$ cat config.mk
export PLATFORM = sky130hd
export DESIGN_NAME = asram_bridge
export DESIGN_NICKNAME = d
export VERILOG_FILES = /design/src/rtl/asram_pkg.sv /design/src/rtl/asram_timer.sv /design/src/rtl/asram_seq.sv /design/src/rtl/asram_datapath.sv /design/src/rtl/asram_bridge.sv
export SDC_FILE = /design/constraint.sdc
export NUM_CORES = 1
export LEC_CHECK = 0
export BUFFER_PORTS_ARGS = -buffer_cell sky130_fd_sc_hd__buf_2
export CORE_UTILIZATION = 40
export CTS_BUF_LIST = sky130_fd_sc_hd__clkbuf_16
export DETAILED_ROUTE_END_ITERATION = 8
export PLACE_DENSITY = 0.69
export SLEW_MARGIN = 10
export SYNTH_ARGS = -nofsm -noshare
export SYNTH_HDL_FRONTEND = slang
export SYNTH_SLANG_ARGS = --single-unit
$ cat constraint.sdc
create_clock -name clk -period 1.7 [get_ports clk]
set_clock_uncertainty 0.05 [all_clocks]
set_input_delay 0.17 -clock clk [delete_from_list [all_inputs] [get_ports clk]]
set_output_delay 0.17 -clock clk [all_outputs]
set_load 0.05 [all_outputs]
$ cat src/rtl/asram_pkg.sv
// Shared types and timing helpers for the asynchronous SRAM controller.
// Assumes all timing limits are given in whole nanoseconds and the clock
// period in picoseconds.
package asram_pkg;

    // Controller sequence states
    typedef enum logic [2:0] {
        ST_IDLE      = 3'd0,
        ST_WR_WAIT   = 3'd1,
        ST_WR_SETUP  = 3'd2,
        ST_WR_PULSE  = 3'd3,
        ST_WR_HOLD   = 3'd4,
        ST_RD_ACCESS = 3'd5
    } asram_state_e;

    // Memory-side control pins as one registered bundle
    typedef struct packed {
        logic ce_n;
        logic cs;
        logic we_n;
        logic oe_n;
        logic dq_oe;
    } asram_pins_t;

    // Round a nanosecond limit up to whole clock cycles, at least one
    function automatic int ns_to_cycles(input int ns, input int period_ps);
        int c;
        c = (ns * 1000 + period_ps - 1) / period_ps;
        if (c < 1) c = 1;
        return c;
    endfunction

    // Larger of two counts
    function automatic int max_of(input int a, input int b);
        return (a > b) ? a : b;
    endfunction

    // Pin values that belong to a state
    function automatic asram_pins_t pins_for(input asram_state_e st);
        asram_pins_t p;
        p = '{ce_n: 1'b1, cs: 1'b0, we_n: 1'b1, oe_n: 1'b1, dq_oe: 1'b0};
        case (st)
            ST_WR_SETUP:  p = '{ce_n: 1'b0, cs: 1'b1, we_n: 1'b1, oe_n: 1'b1, dq_oe: 1'b1};
            ST_WR_PULSE:  p = '{ce_n: 1'b0, cs: 1'b1, we_n: 1'b0, oe_n: 1'b1, dq_oe: 1'b1};
            ST_WR_HOLD:   p = '{ce_n: 1'b0, cs: 1'b1, we_n: 1'b1, oe_n: 1'b1, dq_oe: 1'b1};
            ST_RD_ACCESS: p = '{ce_n: 1'b0, cs: 1'b1, we_n: 1'b1, oe_n: 1'b0, dq_oe: 1'b0};
            default:      ;
        endcase
        return p;
    endfunction

endpackage

$ cat src/rtl/asram_timer.sv
// Loadable down-counter that stops at zero.
// Assumes a load takes priority over counting; zero is flagged combinationally.
module asram_timer #(
    parameter int W = 4
) (
    input  logic         clk,
    input  logic         rst_n,
    input  logic         load,
    input  logic [W-1:0] load_val,
    output logic         is_zero
);

    logic [W-1:0] cnt_q;

    // Count down towards zero, or take a new value on load
    always_ff @(posedge clk) begin
        if (!rst_n) begin
            cnt_q <= '0;
        end else if (load) begin
            cnt_q <= load_val;
        end else if (cnt_q != '0) begin
            cnt_q <= cnt_q - 1'b1;
        end
    end

    // Flag the terminal count
    always_comb begin
        is_zero = (cnt_q == '0);
    end

endmodule

$ cat src/rtl/asram_seq.sv
// Access sequencer: walks read, write and turnaround phases and registers
// the memory control pins from the next state so the strobes are glitch-free.
// Assumes the phase and turnaround timers are external and report zero.
module asram_seq
    import asram_pkg::*;
#(
    parameter int RD_CYC   = 7,
    parameter int WP_CYC   = 6,
    parameter int TURN_CYC = 3,
    parameter int PH_W     = 3,
    parameter int TN_W     = 2
) (
    input  logic            clk,
    input  logic            rst_n,
    input  logic            req_valid,
    input  logic            req_write,
    input  logic            phase_zero,
    input  logic            turn_zero,
    output logic            req_ready,
    output logic            accept,
    output logic            capture,
    output logic            phase_load,
    output logic [PH_W-1:0] phase_val,
    output logic            turn_load,
    output logic [TN_W-1:0] turn_val,
    output asram_pins_t     pins_q
);

    asram_state_e state_q, state_d;

    // Host may hand over a request only while idle
    always_comb begin
        req_ready = (state_q == ST_IDLE);
        accept    = req_valid && req_ready;
    end

    // Next-state and timer-load decisions
    always_comb begin
        state_d    = state_q;
        capture    = 1'b0;
        phase_load = 1'b0;
        phase_val  = '0;
        turn_load  = 1'b0;
        turn_val   = TN_W'(TURN_CYC - 1);
        case (state_q)
            ST_IDLE: begin
                if (accept) begin
                    if (!req_write) begin
                        state_d    = ST_RD_ACCESS;
                        phase_load = 1'b1;
                        phase_val  = PH_W'(RD_CYC - 1);
                    end else if (turn_zero) begin
                        state_d = ST_WR_SETUP;
                    end else begin
                        state_d = ST_WR_WAIT;
                    end
                end
            end
            ST_WR_WAIT: begin
                if (turn_zero) state_d = ST_WR_SETUP;
            end
            ST_WR_SETUP: begin
                state_d    = ST_WR_PULSE;
                phase_load = 1'b1;
                phase_val  = PH_W'(WP_CYC - 1);
            end
            ST_WR_PULSE: begin
                if (phase_zero) state_d = ST_WR_HOLD;
            end
            ST_WR_HOLD: begin
                state_d = ST_IDLE;
            end
            ST_RD_ACCESS: begin
                if (phase_zero) begin
                    state_d   = ST_IDLE;
                    capture   = 1'b1;
                    turn_load = 1'b1;
                end
            end
            default: state_d = ST_IDLE;
        endcase
    end

    // State register and pins registered from the next state
    always_ff @(posedge clk) begin
        if (!rst_n) begin
            state_q <= ST_IDLE;
            pins_q  <= pins_for(ST_IDLE);
        end else begin
            state_q <= state_d;
            pins_q  <= pins_for(state_d);
        end
    end

    // Checker state: cycles the memory outputs have been disabled, saturating
    logic [TN_W:0] quiet_q;
    always_ff @(posedge clk) begin
        if (!rst_n) begin
            quiet_q <= (TN_W+1)'(TURN_CYC);
        end else if (!pins_q.oe_n) begin
            quiet_q <= '0;
        end else if (quiet_q < (TN_W+1)'(TURN_CYC)) begin
            quiet_q <= quiet_q + 1'b1;
        end
    end

    p_enable_pair_r2: assert property (@(posedge clk) disable iff (!rst_n)
        pins_q.ce_n == !pins_q.cs);

    p_oe_off_in_write_r3: assert property (@(posedge clk) disable iff (!rst_n)
        !pins_q.we_n |-> pins_q.oe_n);

    p_drive_in_write_r4: assert property (@(posedge clk) disable iff (!rst_n)
        !pins_q.we_n |-> pins_q.dq_oe);

    p_no_contention_r7: assert property (@(posedge clk) disable iff (!rst_n)
        pins_q.dq_oe |-> pins_q.oe_n);

    p_turnaround_r7: assert property (@(posedge clk) disable iff (!rst_n)
        $rose(pins_q.dq_oe) |-> (quiet_q >= (TN_W+1)'(TURN_CYC)));

    p_busy_after_accept_r8: assert property (@(posedge clk) disable iff (!rst_n)
        accept |=> !req_ready);

endmodule

$ cat src/rtl/asram_datapath.sv
// Address, write-data and read-capture registers.
// Assumes accept and capture come from the sequencer and are never both set.
module asram_datapath #(
    parameter int ADDR_W = 17,
    parameter int DATA_W = 8
) (
    input  logic              clk,
    input  logic              rst_n,
    input  logic              accept,
    input  logic              capture,
    input  logic [ADDR_W-1:0] req_addr,
    input  logic [DATA_W-1:0] req_wdata,
    input  logic [DATA_W-1:0] mem_dq_in,
    input  logic              we_n,
    output logic [ADDR_W-1:0] mem_addr,
    output logic [DATA_W-1:0] mem_dq_out,
    output logic [DATA_W-1:0] rd_data,
    output logic              rd_valid
);

    // Latch the request once so host changes while busy are ignored
    always_ff @(posedge clk) begin
        if (!rst_n) begin
            mem_addr   <= '0;
            mem_dq_out <= '0;
        end else if (accept) begin
            mem_addr   <= req_addr;
            mem_dq_out <= req_wdata;
        end
    end

    // Sample the bus on the last access cycle and pulse valid once
    always_ff @(posedge clk) begin
        if (!rst_n) begin
            rd_data  <= '0;
            rd_valid <= 1'b0;
        end else begin
            rd_valid <= capture;
            if (capture) rd_data <= mem_dq_in;
        end
    end

    p_addr_still_r5: assert property (@(posedge clk) disable iff (!rst_n)
        !$stable(mem_addr) |-> (we_n && $past(we_n)));

    p_data_still_r4: assert property (@(posedge clk) disable iff (!rst_n)
        (!we_n && $past(!we_n)) |-> $stable(mem_dq_out));

    p_valid_pulse_r10: assert property (@(posedge clk) disable iff (!rst_n)
        rd_valid |=> !rd_valid);

endmodule

$ cat src/rtl/asram_bridge.sv
// Top of the asynchronous SRAM controller: converts nanosecond limits to
// cycle counts and joins the sequencer, two timers and the datapath.
// Assumes an external pad joins mem_dq_out/mem_dq_oe/mem_dq_in into one bus.
module asram_bridge
    import asram_pkg::*;
#(
    parameter int ADDR_W          = 17,
    parameter int DATA_W          = 8,
    parameter int CLK_PS          = 10000,
    parameter int T_CYCLE_NS      = 70,
    parameter int T_ADDR_ACC_NS   = 70,
    parameter int T_OE_ACC_NS     = 35,
    parameter int T_WE_LOW_NS     = 60,
    parameter int T_ADDR_SETUP_NS = 60,
    parameter int T_DATA_SETUP_NS = 30,
    parameter int T_RELEASE_NS    = 25
) (
    input  logic              clk,
    input  logic              rst_n,
    input  logic              req_valid,
    input  logic              req_write,
    input  logic [ADDR_W-1:0] req_addr,
    input  logic [DATA_W-1:0] req_wdata,
    output logic              req_ready,
    output logic              rd_valid,
    output logic [DATA_W-1:0] rd_data,
    output logic              mem_ce_n,
    output logic              mem_cs,
    output logic              mem_we_n,
    output logic              mem_oe_n,
    output logic [ADDR_W-1:0] mem_addr,
    output logic [DATA_W-1:0] mem_dq_out,
    output logic              mem_dq_oe,
    input  logic [DATA_W-1:0] mem_dq_in
);

    localparam int CYC_CYCLE = ns_to_cycles(T_CYCLE_NS, CLK_PS);
    localparam int RD_CYC    = max_of(max_of(ns_to_cycles(T_ADDR_ACC_NS, CLK_PS),
                                             ns_to_cycles(T_OE_ACC_NS, CLK_PS)),
                                      CYC_CYCLE);
    localparam int WP_CYC    = max_of(max_of(ns_to_cycles(T_WE_LOW_NS, CLK_PS),
                                             ns_to_cycles(T_ADDR_SETUP_NS, CLK_PS)),
                                      max_of(ns_to_cycles(T_DATA_SETUP_NS, CLK_PS),
                                             max_of(CYC_CYCLE - 2, 1)));
    localparam int TURN_CYC  = ns_to_cycles(T_RELEASE_NS, CLK_PS);
    localparam int PH_W      = max_of($clog2(max_of(RD_CYC, WP_CYC) + 1), 1);
    localparam int TN_W      = max_of($clog2(TURN_CYC + 1), 1);

    logic            accept, capture;
    logic            phase_load, phase_zero;
    logic [PH_W-1:0] phase_val;
    logic            turn_load, turn_zero;
    logic [TN_W-1:0] turn_val;
    asram_pins_t     pins;

    asram_seq #(
        .RD_CYC(RD_CYC), .WP_CYC(WP_CYC), .TURN_CYC(TURN_CYC),
        .PH_W(PH_W), .TN_W(TN_W)
    ) u_seq (
        .clk(clk), .rst_n(rst_n),
        .req_valid(req_valid), .req_write(req_write),
        .phase_zero(phase_zero), .turn_zero(turn_zero),
        .req_ready(req_ready), .accept(accept), .capture(capture),
        .phase_load(phase_load), .phase_val(phase_val),
        .turn_load(turn_load), .turn_val(turn_val),
        .pins_q(pins)
    );

    asram_timer #(.W(PH_W)) u_phase (
        .clk(clk), .rst_n(rst_n),
        .load(phase_load), .load_val(phase_val), .is_zero(phase_zero)
    );

    asram_timer #(.W(TN_W)) u_turn (
        .clk(clk), .rst_n(rst_n),
        .load(turn_load), .load_val(turn_val), .is_zero(turn_zero)
    );

    asram_datapath #(.ADDR_W(ADDR_W), .DATA_W(DATA_W)) u_dp (
        .clk(clk), .rst_n(rst_n),
        .accept(accept), .capture(capture),
        .req_addr(req_addr), .req_wdata(req_wdata),
        .mem_dq_in(mem_dq_in), .we_n(pins.we_n),
        .mem_addr(mem_addr), .mem_dq_out(mem_dq_out),
        .rd_data(rd_data), .rd_valid(rd_valid)
    );

    // Fan the registered pin bundle out to the ports
    always_comb begin
        mem_ce_n  = pins.ce_n;
        mem_cs    = pins.cs;
        mem_we_n  = pins.we_n;
        mem_oe_n  = pins.oe_n;
        mem_dq_oe = pins.dq_oe;
    end

    p_idle_pins_r1: assert property (@(posedge clk) disable iff (!rst_n)
        req_ready |-> (mem_ce_n && !mem_cs && mem_we_n && mem_oe_n && !mem_dq_oe));

    p_capture_in_read_r6: assert property (@(posedge clk) disable iff (!rst_n)
        rd_valid |-> ($past(!mem_oe_n) && $past(mem_we_n)));

endmodule

==> impl_metrics.tcl, run 1 <==
set metrics [dict create \
    internal-power_mw 2.191 \
    layout_min_cycle_time_ps 1575 \
    grtUsageMet1_pct 20.48 \
    r2r_slack_ps 130 \
    critPathKind "reg2reg" \
    io_pins 77 \
    diodes 0 \
    fmax_mhz 635.0 \
    routedWlPerCell_um 10.72 \
    via_count 1590 \
    p_leak_nw 1.106 \
    cts_made_buffers 5 \
    hold_path_end "u_dp.rd_data[4]$_SDFFE_PN0P_" \
    reg2regPathDepth 4 \
    ys_warn_count 0 \
    drt_iter0_markers 77 \
    worstHoldStart "mem_dq_in[4]" \
    synth.avg_cell_area_um2 8.863 \
    cts.sinks 47 \
    clockBufferDepth 2 \
    cts_root_buf "clkbuf_16" \
    dieArea_um2 4793 \
    final_antenna_net_count 0 \
    use_met3_pct 4.215 \
    finalSetupTns_ps 0 \
    p_per_area_nw_per_um2 1453 \
    finalCritPeriodShare_pct 92.64 \
    p_seq_share_pct 38.2 \
    end_kind "flop" \
    synth_flop_cell "dfxtp_1" \
    dr.pass1.iters 4 \
    setup_viol 0 \
    clk_pin_slew_ps 60 \
    seq_area_frac_synth_pct 52.04 \
    critPathMaxStageDelay_ps 610 \
    fin_util_pct 55.06 \
    grt_pass1_wl_mm 6.175 \
    netSwitchingPower_mw 1.294 \
    holdPathStages 3 \
    rsz0062_at_grt "no" \
    synth-seq-cells 47 \
    synth-edff-count 0 \
    path_cells "or4b_4 -> buf_4 -> nand2_1 -> a21oi_1" \
    post-dp-hpwl_mm 2.570 \
    ys_top_cells_by_area "dfxtp_1 (52%), nand2_1 (11%), a21oi_1 (8.3%)" \
    clockPowerShare_pct 26.5 \
    drc 0 \
    netlist_area_um2 1808 \
    drive_above_1_share_pct 34.75 \
    drv_cap 0 \
    hold_path_class "in2reg" \
    coreArea_um2 4354 \
    grt_use_met2_pct 23.84 \
    slew_headroom_pct 76.13 \
    reg2reg_to "u_dp.mem_dq_out[5]$_SDFFE_PN0N_" \
    switching_share_pct 37.13 \
    grt_pass1_vias 1435 \
    synthArstFlopShare_pct 0 \
    synthDominantCellAreaShare_pct 52.04 \
    netlist-cell-type-count 32 \
    worst-path-max-fanout 25 \
    status "completed" \
    gp_congestion 0.7942 \
    die_width_um 69.23 \
    final-hold-violation-count 0 \
    port_buffers 76 \
    syn_inst 204 \
    synth.net_count 243 \
    worstPathRequired_ps 1810 \
    power_frac_comb_pct 35.4 \
    ir_drop_v 0.0005935 \
    synth_common_cells "nand2_1 (55), dfxtp_1 (47), a21oi_1 (30), nor2_1 (14), mux2i_1 (9)" \
    cts_tree "done" \
    initial_core_util_pct 41.52 \
    num_rows 24 \
    synth.most_common_cell "nand2_1" \
    grt_antenna_before_repair 0 \
    clock_latency_ps 280 \
    layout.nets 320 \
    cts_setup_buffers 0 \
    vias_per_cell 4.760 \
    arrival_ps 1680 \
    tightest_slew_ps 357.2 \
    yosysTopAreaCell "dfxtp_1" \
    slew_violations 0 \
    grtUsageTotal_pct 15.36 \
    grt.busiest_layer "met2" \
    start_kind "flop" \
    slowest_stage "or4b_4" \
    die_h_um 69.23 \
    area_delta_synth_final_pct 32.60 \
    h-tree-depth 2 \
    grt_max_degree 26 \
    drt-total-wl_mm 3.581 \
    overflow 0 \
    r2r_start "u_seq.state_q[0]$_SDFF_PN0_" \
]
[cells in the final DEF, fill, tap and decap left out, types with 3 or more instances in the layout]
master,synthesis,routed
buf_2,6,76
nand2_1,55,55
dfxtp_1,47,47
a21oi_1,30,29
nor2_1,14,14
mux2i_1,9,9
buf_4,0,6
clkbuf_16,0,5
inv_1,3,4
nand2b_1,3,3
and2_1,3,3
[cell type report]
cell class | instances | area, µm²
clock buffer | 5 | 125.1
clock inverter | 3 | 16.27
fill | 426 | 1957
inverter | 3 | 11.26
multi-input combinational | 141 | 793.3
sequential | 47 | 940.9
tap | 52 | 65.06
timing repair buffer | 83 | 445.4
[cell families (layout without fill, tap and decap cells)]
kind of cell / after synthesis / in the layout / share of synthesized area (%)
and+or+nand+nor: 87 / 87 / 22.98
buffers and inverters: 16 / 94 / 4.568
adders and majority gates: 2 / 2 / 1.384
DFF: 47 / 47 / 52.04
xor gates and xnor gates: 2 / 2 / 0.9690
AOI/OAI and AO/OA: 41 / 41 / 13.08
muxes: 9 / 9 / 4.983
[registers in the layout, indices dropped and copies added, names as in the netlist]
register / count
u_dp.mem_addr: 17
u_dp.mem_dq_out: 8
u_dp.rd_data: 8
u_dp.rd_valid: 1
u_phase.cnt_q: 3
u_seq.pins_q: 5
u_seq.state_q: 3
u_turn.cnt_q: 2
[repair_timing]
item | in CTS | in global routing
gates resized for setup | 0 | 1
endpoints found under the setup margin | 0 | 1
hold buffers | 0 | 0
hold endpoints to repair | 0 | 0
[critical path: cells and delay by family, from the launching register on]
family	cells	cell delay, ps
compound gates	1	60
buf+inv	1	250
flops	1	380
simple gates	2	710
[worst max-delay path by stage]
stage	slack (ps)	start	end	cells after the start
finish	130	u_seq.state_q[0]$_SDFF_PN0_	u_dp.mem_dq_out[5]$_SDFFE_PN0N_	4
floorplan	140	u_seq.state_q[0]$_SDFF_PN0_	u_dp.mem_addr[10]$_SDFFE_PN0N_	6
global route	20	u_phase.cnt_q[0]$_SDFFE_PN0P_	u_dp.rd_data[2]$_SDFFE_PN0P_	6
detailed placement	90	u_turn.cnt_q[1]$_SDFFE_PN0P_	u_seq.pins_q[4]$_SDFF_PN1_	4
CTS	60	u_turn.cnt_q[1]$_SDFFE_PN0P_	u_seq.pins_q[4]$_SDFF_PN1_	4
global placement	80	u_turn.cnt_q[1]$_SDFFE_PN0P_	u_seq.pins_q[4]$_SDFF_PN1_	4
[metal layers]
layer	part of all wire, %	up-vias
li1	-	828
met1	49	697
met2	43	62
met3	7.8	3
met4	0.89	0
met5	0	-
[power groups by stage]
stage          combinational (mW)  clock (mW)  sequential [mW]
6_report                     1.23       0.922             1.33
5_1_grt                      1.34       0.982             1.35
4_1_cts                      1.24       0.962             1.33
3_5_place_dp                 1.23           0             1.35
3_3_place_gp                 1.22           0             1.35
2_1_floorplan               0.622           0             1.70
[per-stage QoR]
step	cell area, µm²	hold WS [ps]	cells	worst slack (ps)	power, mW
2_1_floorplan	1813	256.0	204	142.0	2.317
3_3_place_gp	2252	353.2	326	83.08	2.573
3_5_place_dp	2252	365.3	326	92.61	2.586
4_1_cts	2394	65.15	334	64.06	3.530
5_1_grt	2397	84.70	334	16.35	3.670
6_report	2397	71.46	334	125.2	3.484
No activity file was read; power rests on OpenSTA's default activity.
==> inputs of run 2 (changes only) <==
Settings changed: ABC_AREA set to 1.
==> run 2 against run 1 <==
Effect of this change:
- sequential share of layout area increased by 0.77 points
- wire length increased by 11%
- global-route usage increased by 1.7 points
- sequential cell count unchanged
- die area decreased by 2.2%
- area after synthesis shrank 2.3%
- combinational power down 15%
- power fell by 1.8%
- non-clock buffer count is 5 lower
- sequential power barely moved
- final cell count rose by 8.4%
- worst setup slack better by 79 ps
- highest routed layer unchanged
==> impl_metrics.tcl, run 2 <==
set metrics [dict create \
    grt_pass1_wl_mm 5.844 \
    worstSetupPathDepth 8 \
    critPathKind "reg2reg" \
    dr.pass1.iters 4 \
    clockBufferDepth 2 \
    clk_pin_slew_ps 60 \
    cts_made_buffers 5 \
    ys_warn_count 0 \
    coreArea_um2 4115 \
    dpl_cell_area_um2 2185 \
    yosysTopAreaCell "dfxtp_1" \
    final-hold-violation-count 0 \
    die_width_um 68.46 \
    rsz0062_at_grt "no" \
    gp_congestion 0.8486 \
    synth-seq-cells 47 \
    cts.sinks 47 \
    initial_core_util_pct 42.93 \
    synthDominantCellAreaShare_pct 53.26 \
    io_pins 77 \
    netlist_area_um2 1767 \
    synth.net_count 274 \
    fin_cells 362 \
    synth-edff-count 0 \
    status "completed" \
    vias_per_cell 4.638 \
    dieArea_um2 4687 \
    path_cells "inv_1 -> ha_1 -> nand2_1 -> inv_1 -> nand3_1 -> clkinvlp_4 -> nand2_1 -> nand2_1" \
    worst-path-max-fanout 9 \
    clockPowerShare_pct 31.2 \
    diodes 0 \
    ys_top_cells_by_area "dfxtp_1 (53%), nand2_1 (19%), a21oi_1 (7.4%)" \
    cts_root_buf "clkbuf_16" \
    grt_antenna_before_repair 0 \
    post-route-cell-area_um2 2351 \
    drt-total-wl_mm 3.986 \
    grt_max_degree 29 \
    crit_path_frequent_cell "nand2_1" \
    overflow 0 \
    top_regs "u_dp.mem_addr x17, u_dp.mem_dq_out x8, u_dp.rd_data x8" \
    cts_tree "done" \
    p_seq_share_pct 38.2 \
    layout_common_cells "nand2_1 (90), buf_2 (76), dfxtp_1 (47)" \
    area_delta_synth_final_pct 33.07 \
    fmax_mhz 668.6 \
    layout.nets 351 \
    arrival_ps 1620 \
    synthArstFlopShare_pct 0 \
    critPathMaxStageDelay_ps 320 \
    p_leak_nw 1.227 \
    clock_latency_ps 280 \
    final_antenna_net_count 0 \
    grtUsageTotal_pct 17.07 \
    hold_path_class "in2reg" \
    ctsResizeCount 0 \
    p_per_area_nw_per_um2 1456 \
    holdPathStages 3 \
    design_power_total_mw 3.423 \
    finalCritPeriodShare_pct 87.98 \
    top_register "u_dp.mem_addr" \
    netSwitchingPower_mw 1.212 \
    h-tree-depth 2 \
    layout_min_cycle_time_ps 1496 \
    finalSetupTns_ps 0 \
    placedCellCount 355 \
    post-dp-hpwl_mm 2.837 \
    synth.most_common_cell "nand2_1" \
    tightest_slew_ps 489.6 \
    port_buffers 76 \
    via_count 1679 \
    grt_pass1_vias 1337 \
    start_kind "flop" \
    worstPathRequired_ps 1820 \
    critPathTopFamily "simple AND/OR/NAND/NOR gates" \
    crit_buf_inv 3 \
    reg2regPathDepth 8 \
    ir_drop_v 0.0008052 \
    drc 0 \
    cts_setup_buffers 0 \
    fin_util_pct 57.13 \
    largest_reg_flops 17 \
    end_kind "flop" \
    power_frac_comb_pct 30.6 \
    slew_violations 0 \
    drv_cap 0 \
    synth_common_cells "nand2_1 (90), dfxtp_1 (47), a21oi_1 (26), nand3_1 (20)" \
    netlist-cell-type-count 19 \
    internal-power_mw 2.211 \
    syn_inst 235 \
    layout_commonest_cell "nand2_1" \
    die_h_um 68.46 \
    drt_iter0_markers 70 \
    seq_area_frac_synth_pct 53.26 \
    synth.avg_cell_area_um2 7.518 \
    slowest_stage "dfxtp_1" \
    synth_flop_cell "dfxtp_1" \
    num-fill-cells 417 \
    drive_above_1_share_pct 29.17 \
    slew_headroom_pct 67.31 \
    routedWlPerCell_um 11.01 \
    num_rows 23 \
    setup_viol 0 \
    switching_share_pct 35.41 \
    postCtsHoldBufs 0 \
]
## run 2: changes by cell type in the layout (fill, tap and decap cells not counted), moves of 2 or more
cell | previous run | this run
and2_1 | 3 | 0
a211oi_1 | 2 | 0
nand2_1 | 55 | 90
nor2_1 | 14 | 16
nand2b_1 | 3 | 0
mux2i_1 | 9 | 0
inv_1 | 4 | 16
buf_4 | 6 | 2
o21a_1 | 2 | 0
nand3_1 | 0 | 20
a21oi_1 | 29 | 26
## run 2: final cells by class
type	count	area [µm²]	share of cell area (%)
Clock inverter	2	37.54	1.597
Sequential cell	47	940.9	40.02
Multi-Input combinational cell	161	711.9	30.28
Tap cell	50	62.56	2.661
Clock buffer	5	125.1	5.322
Inverter	19	77.57	3.300
Timing Repair Buffer	78	395.4	16.82
## run 2: power groups by stage
stage	logic [mW]	registers (mW)	clock network, mW
5_1_grt	1.16	1.32	1.14
3_3_place_gp	1.03	1.33	0
2_1_floorplan	0.498	1.64	0
6_report	1.05	1.31	1.07
4_1_cts	1.05	1.31	1.09
3_5_place_dp	1.05	1.33	0
## run 2: cells by family after synthesis
family / Yosys count / synth area share (%)
buffers and inverters: 27 / 6.444
AO/OA/AOI/OAI: 28 / 7.932
XOR/XNOR: 1 / 0.4958
AND/OR/NAND/NOR: 130 / 30.45
adder cells (fa/ha/maj): 2 / 1.416
flip-flops: 47 / 53.26
## run 2: final timing paths
path | startpoint | slack (ps) | end
max | u_phase.cnt_q[0]$_SDFFE_PN0P_ | 200 | u_dp.rd_data[4]$_SDFFE_PN0P_
max reg2reg | u_phase.cnt_q[0]$_SDFFE_PN0P_ | 200 | u_dp.rd_data[4]$_SDFFE_PN0P_
min reg2reg | u_turn.cnt_q[0]$_SDFFE_PP0N_ | 400 | u_turn.cnt_q[0]$_SDFFE_PP0N_
min | mem_dq_in[6] | 20 | u_dp.rd_data[6]$_SDFFE_PN0P_
## run 2: worst register-to-register path, delay by kind of cell (launching register included)
| kind | cells | cell delay, ps |
|---|---|---|
| adder cells (fa/ha/maj) | 1 | 190 |
| flip-flops | 1 | 320 |
| AND/OR/NAND/NOR | 4 | 440 |
| buffers and inverters | 3 | 380 |
## run 2: stage by stage
stage | setup slack (ps) | hold WS (ps)
floorplan | 387.9 | 223.1
global placement | 257.8 | 306.1
detailed placement | 199.9 | 312.3
CTS | 196.8 | 19.83
global route | 58.09 | 28.61
finish | 204.4 | 23.27
## run 2: per-layer routing
layer / track usage (%) / up-vias / wire [µm]
met5: 0 / - / 0
met4: 9.375 / 0 / 75
met3: 4.833 / 5 / 303
met2: 25.49 / 55 / 1763
met1: 21.92 / 731 / 1843
li1: - / 888 / -
==> inputs of run 3 (changes only) <==
Settings changed: GPL_ROUTABILITY_DRIVEN set to 0, PLACE_DENSITY 0.69 to 0.77.
==> run 3 against run 2 <==
Effect of this change:
- non-clock buffer count unchanged
- first-iteration DRC count is 1.4% lower
- sequential share of layout area increased by 0.39 points
- largest cell class unchanged
- clock power decreased by 10%
- core utilization fell by 0.55 points
==> impl_metrics.tcl, run 3 (synthesis gave the netlist of run 2 again) <==
set metrics [dict create \
    grt.busiest_layer "met2" \
    use_met3_pct 5.667 \
    num-fill-cells 361 \
    worstHoldStart "mem_dq_in[4]" \
    finalSetupTns_ps 0 \
    top_register "u_dp.mem_addr" \
    postCtsHoldBufs 0 \
    top_regs "u_dp.mem_addr x17, u_dp.mem_dq_out x8, u_dp.rd_data x8" \
    die_width_um 68.46 \
    grt_pass1_vias 1317 \
    routedWlPerCell_um 10.37 \
    tightest_slew_ps 481.7 \
    fin_util_pct 56.58 \
    die_h_um 68.46 \
    port_buffers 76 \
    r2r_slack_ps 230 \
    slew_headroom_pct 67.84 \
    drt_iter0_markers 69 \
    drv_cap 0 \
    grt_use_met2_pct 26.47 \
    crit_buf_inv 3 \
    cts_made_buffers 5 \
    overflow 0 \
    ctsResizeCount 0 \
    drive_above_1_share_pct 29.07 \
    cts_root_buf "clkbuf_16" \
    num_rows 23 \
    holdPathStages 3 \
    start_kind "flop" \
    grt_max_degree 29 \
    end_kind "flop" \
    h-tree-depth 2 \
    diodes 0 \
    path_cells "inv_1 -> ha_1 -> nand2_1 -> inv_1 -> nand3_1 -> clkinv_1 -> nand2_1 -> nand2_1" \
    worstPathRequired_ps 1830 \
    status "completed" \
    dr.pass1.iters 4 \
    crit_path_frequent_cell "nand2_1" \
    design_power_total_mw 3.307 \
    hold_path_class "in2reg" \
    worstSetupPathDepth 8 \
    layout_common_cells "nand2_1 (90), buf_2 (76), dfxtp_1 (47)" \
    hold_path_end "u_dp.rd_data[4]$_SDFFE_PN0P_" \
    critPathKind "reg2reg" \
    drt-total-wl_mm 3.763 \
    dpl_cell_area_um2 2185 \
    largest_reg_flops 17 \
    ir_drop_v 0.0008659 \
    layout_min_cycle_time_ps 1466 \
    slowest_stage "dfxtp_1" \
    grt_antenna_before_repair 0 \
    arrival_ps 1600 \
    reg2reg_to "u_dp.rd_data[7]$_SDFFE_PN0P_" \
    cts_tree "done" \
    critPathMaxStageDelay_ps 330 \
    dieArea_um2 4687 \
    post-dp-hpwl_mm 2.573 \
    clock_latency_ps 290 \
    post-route-cell-area_um2 2328 \
    rsz0062_at_grt "no" \
    area_delta_synth_final_pct 31.80 \
    cts.sinks 47 \
    layout_commonest_cell "nand2_1" \
    via_count 1678 \
    clk_pin_slew_ps 70 \
    final-hold-violation-count 0 \
    r2r_start "u_phase.cnt_q[0]$_SDFFE_PN0P_" \
    clockBufferDepth 2 \
    initial_core_util_pct 42.93 \
    coreArea_um2 4115 \
    drc 0 \
    final_antenna_net_count 0 \
    io_pins 77 \
    grtUsageMet1_pct 20.32 \
    finalCritPeriodShare_pct 86.23 \
    cts_setup_buffers 0 \
    setup_viol 0 \
    layout.nets 351 \
    critPathTopFamily "simple AND/OR/NAND/NOR gates" \
    slew_violations 0 \
    p_per_area_nw_per_um2 1420 \
    p_leak_nw 1.227 \
    grt_pass1_wl_mm 5.775 \
    reg2regPathDepth 8 \
    vias_per_cell 4.623 \
    worst-path-max-fanout 9 \
    fmax_mhz 682.2 \
    grtUsageTotal_pct 16.77 \
]
## run 3: routing by layer
layer / up-vias / part of all wire [%]
li1: 893 / -
met1: 712 / 46
met2: 66 / 44
met3: 7 / 8.1
met4: 0 / 1.7
met5: - / 0
## run 3: final cells by class
type | count | area, µm² | area share, %
flip-flops and latches | 47 | 940.9 | 40.41
multi-input cells | 161 | 711.9 | 30.58
repair buffers | 78 | 395.4 | 16.98
clock buffers | 5 | 125.1 | 5.373
inverters | 19 | 73.82 | 3.170
well taps | 50 | 62.56 | 2.687
clock inverters | 3 | 18.77 | 0.8060
## run 3: how the worst max path moves through the flow
stage                                   from  slack [ps]                            to
4_1_cts        u_phase.cnt_q[0]$_SDFFE_PN0P_         220  u_dp.rd_data[5]$_SDFFE_PN0P_
5_1_grt        u_phase.cnt_q[0]$_SDFFE_PN0P_          30  u_dp.rd_data[6]$_SDFFE_PN0P_
2_1_floorplan  u_phase.cnt_q[0]$_SDFFE_PN0P_         390    u_seq.pins_q[0]$_SDFF_PN0_
3_5_place_dp   u_phase.cnt_q[0]$_SDFFE_PN0P_         220  u_dp.rd_data[6]$_SDFFE_PN0P_
3_3_place_gp   u_phase.cnt_q[0]$_SDFFE_PN0P_         270  u_dp.rd_data[5]$_SDFFE_PN0P_
6_report       u_phase.cnt_q[0]$_SDFFE_PN0P_         230  u_dp.rd_data[7]$_SDFFE_PN0P_
## run 3: power breakdown
| group | total, mW | switching [mW] | internal (mW) |
|---|---|---|---|
| sequential | 1.31 | 0.0710 | 1.24 |
| clock | 0.959 | 0.415 | 0.545 |
| combinational | 1.04 | 0.751 | 0.287 |
## run 3: through the flow
step                instances  hold WS, ps  setup slack (ps)
detailed placement        355        310.0             224.6
floorplan                 235        223.1             387.9
CTS                       363        15.44             219.6
global placement          355        306.3             275.0
global route              363        31.57             33.25
finish                    363        21.76             234.2
## run 3: worst reg2reg max path, cell delays in order (launching register included)
cell and delay, ps:
dfxtp_1 330, inv_1 70, ha_1 190, nand2_1 120
inv_1 120, nand3_1 120, clkinv_1 210, nand2_1 120
nand2_1 50
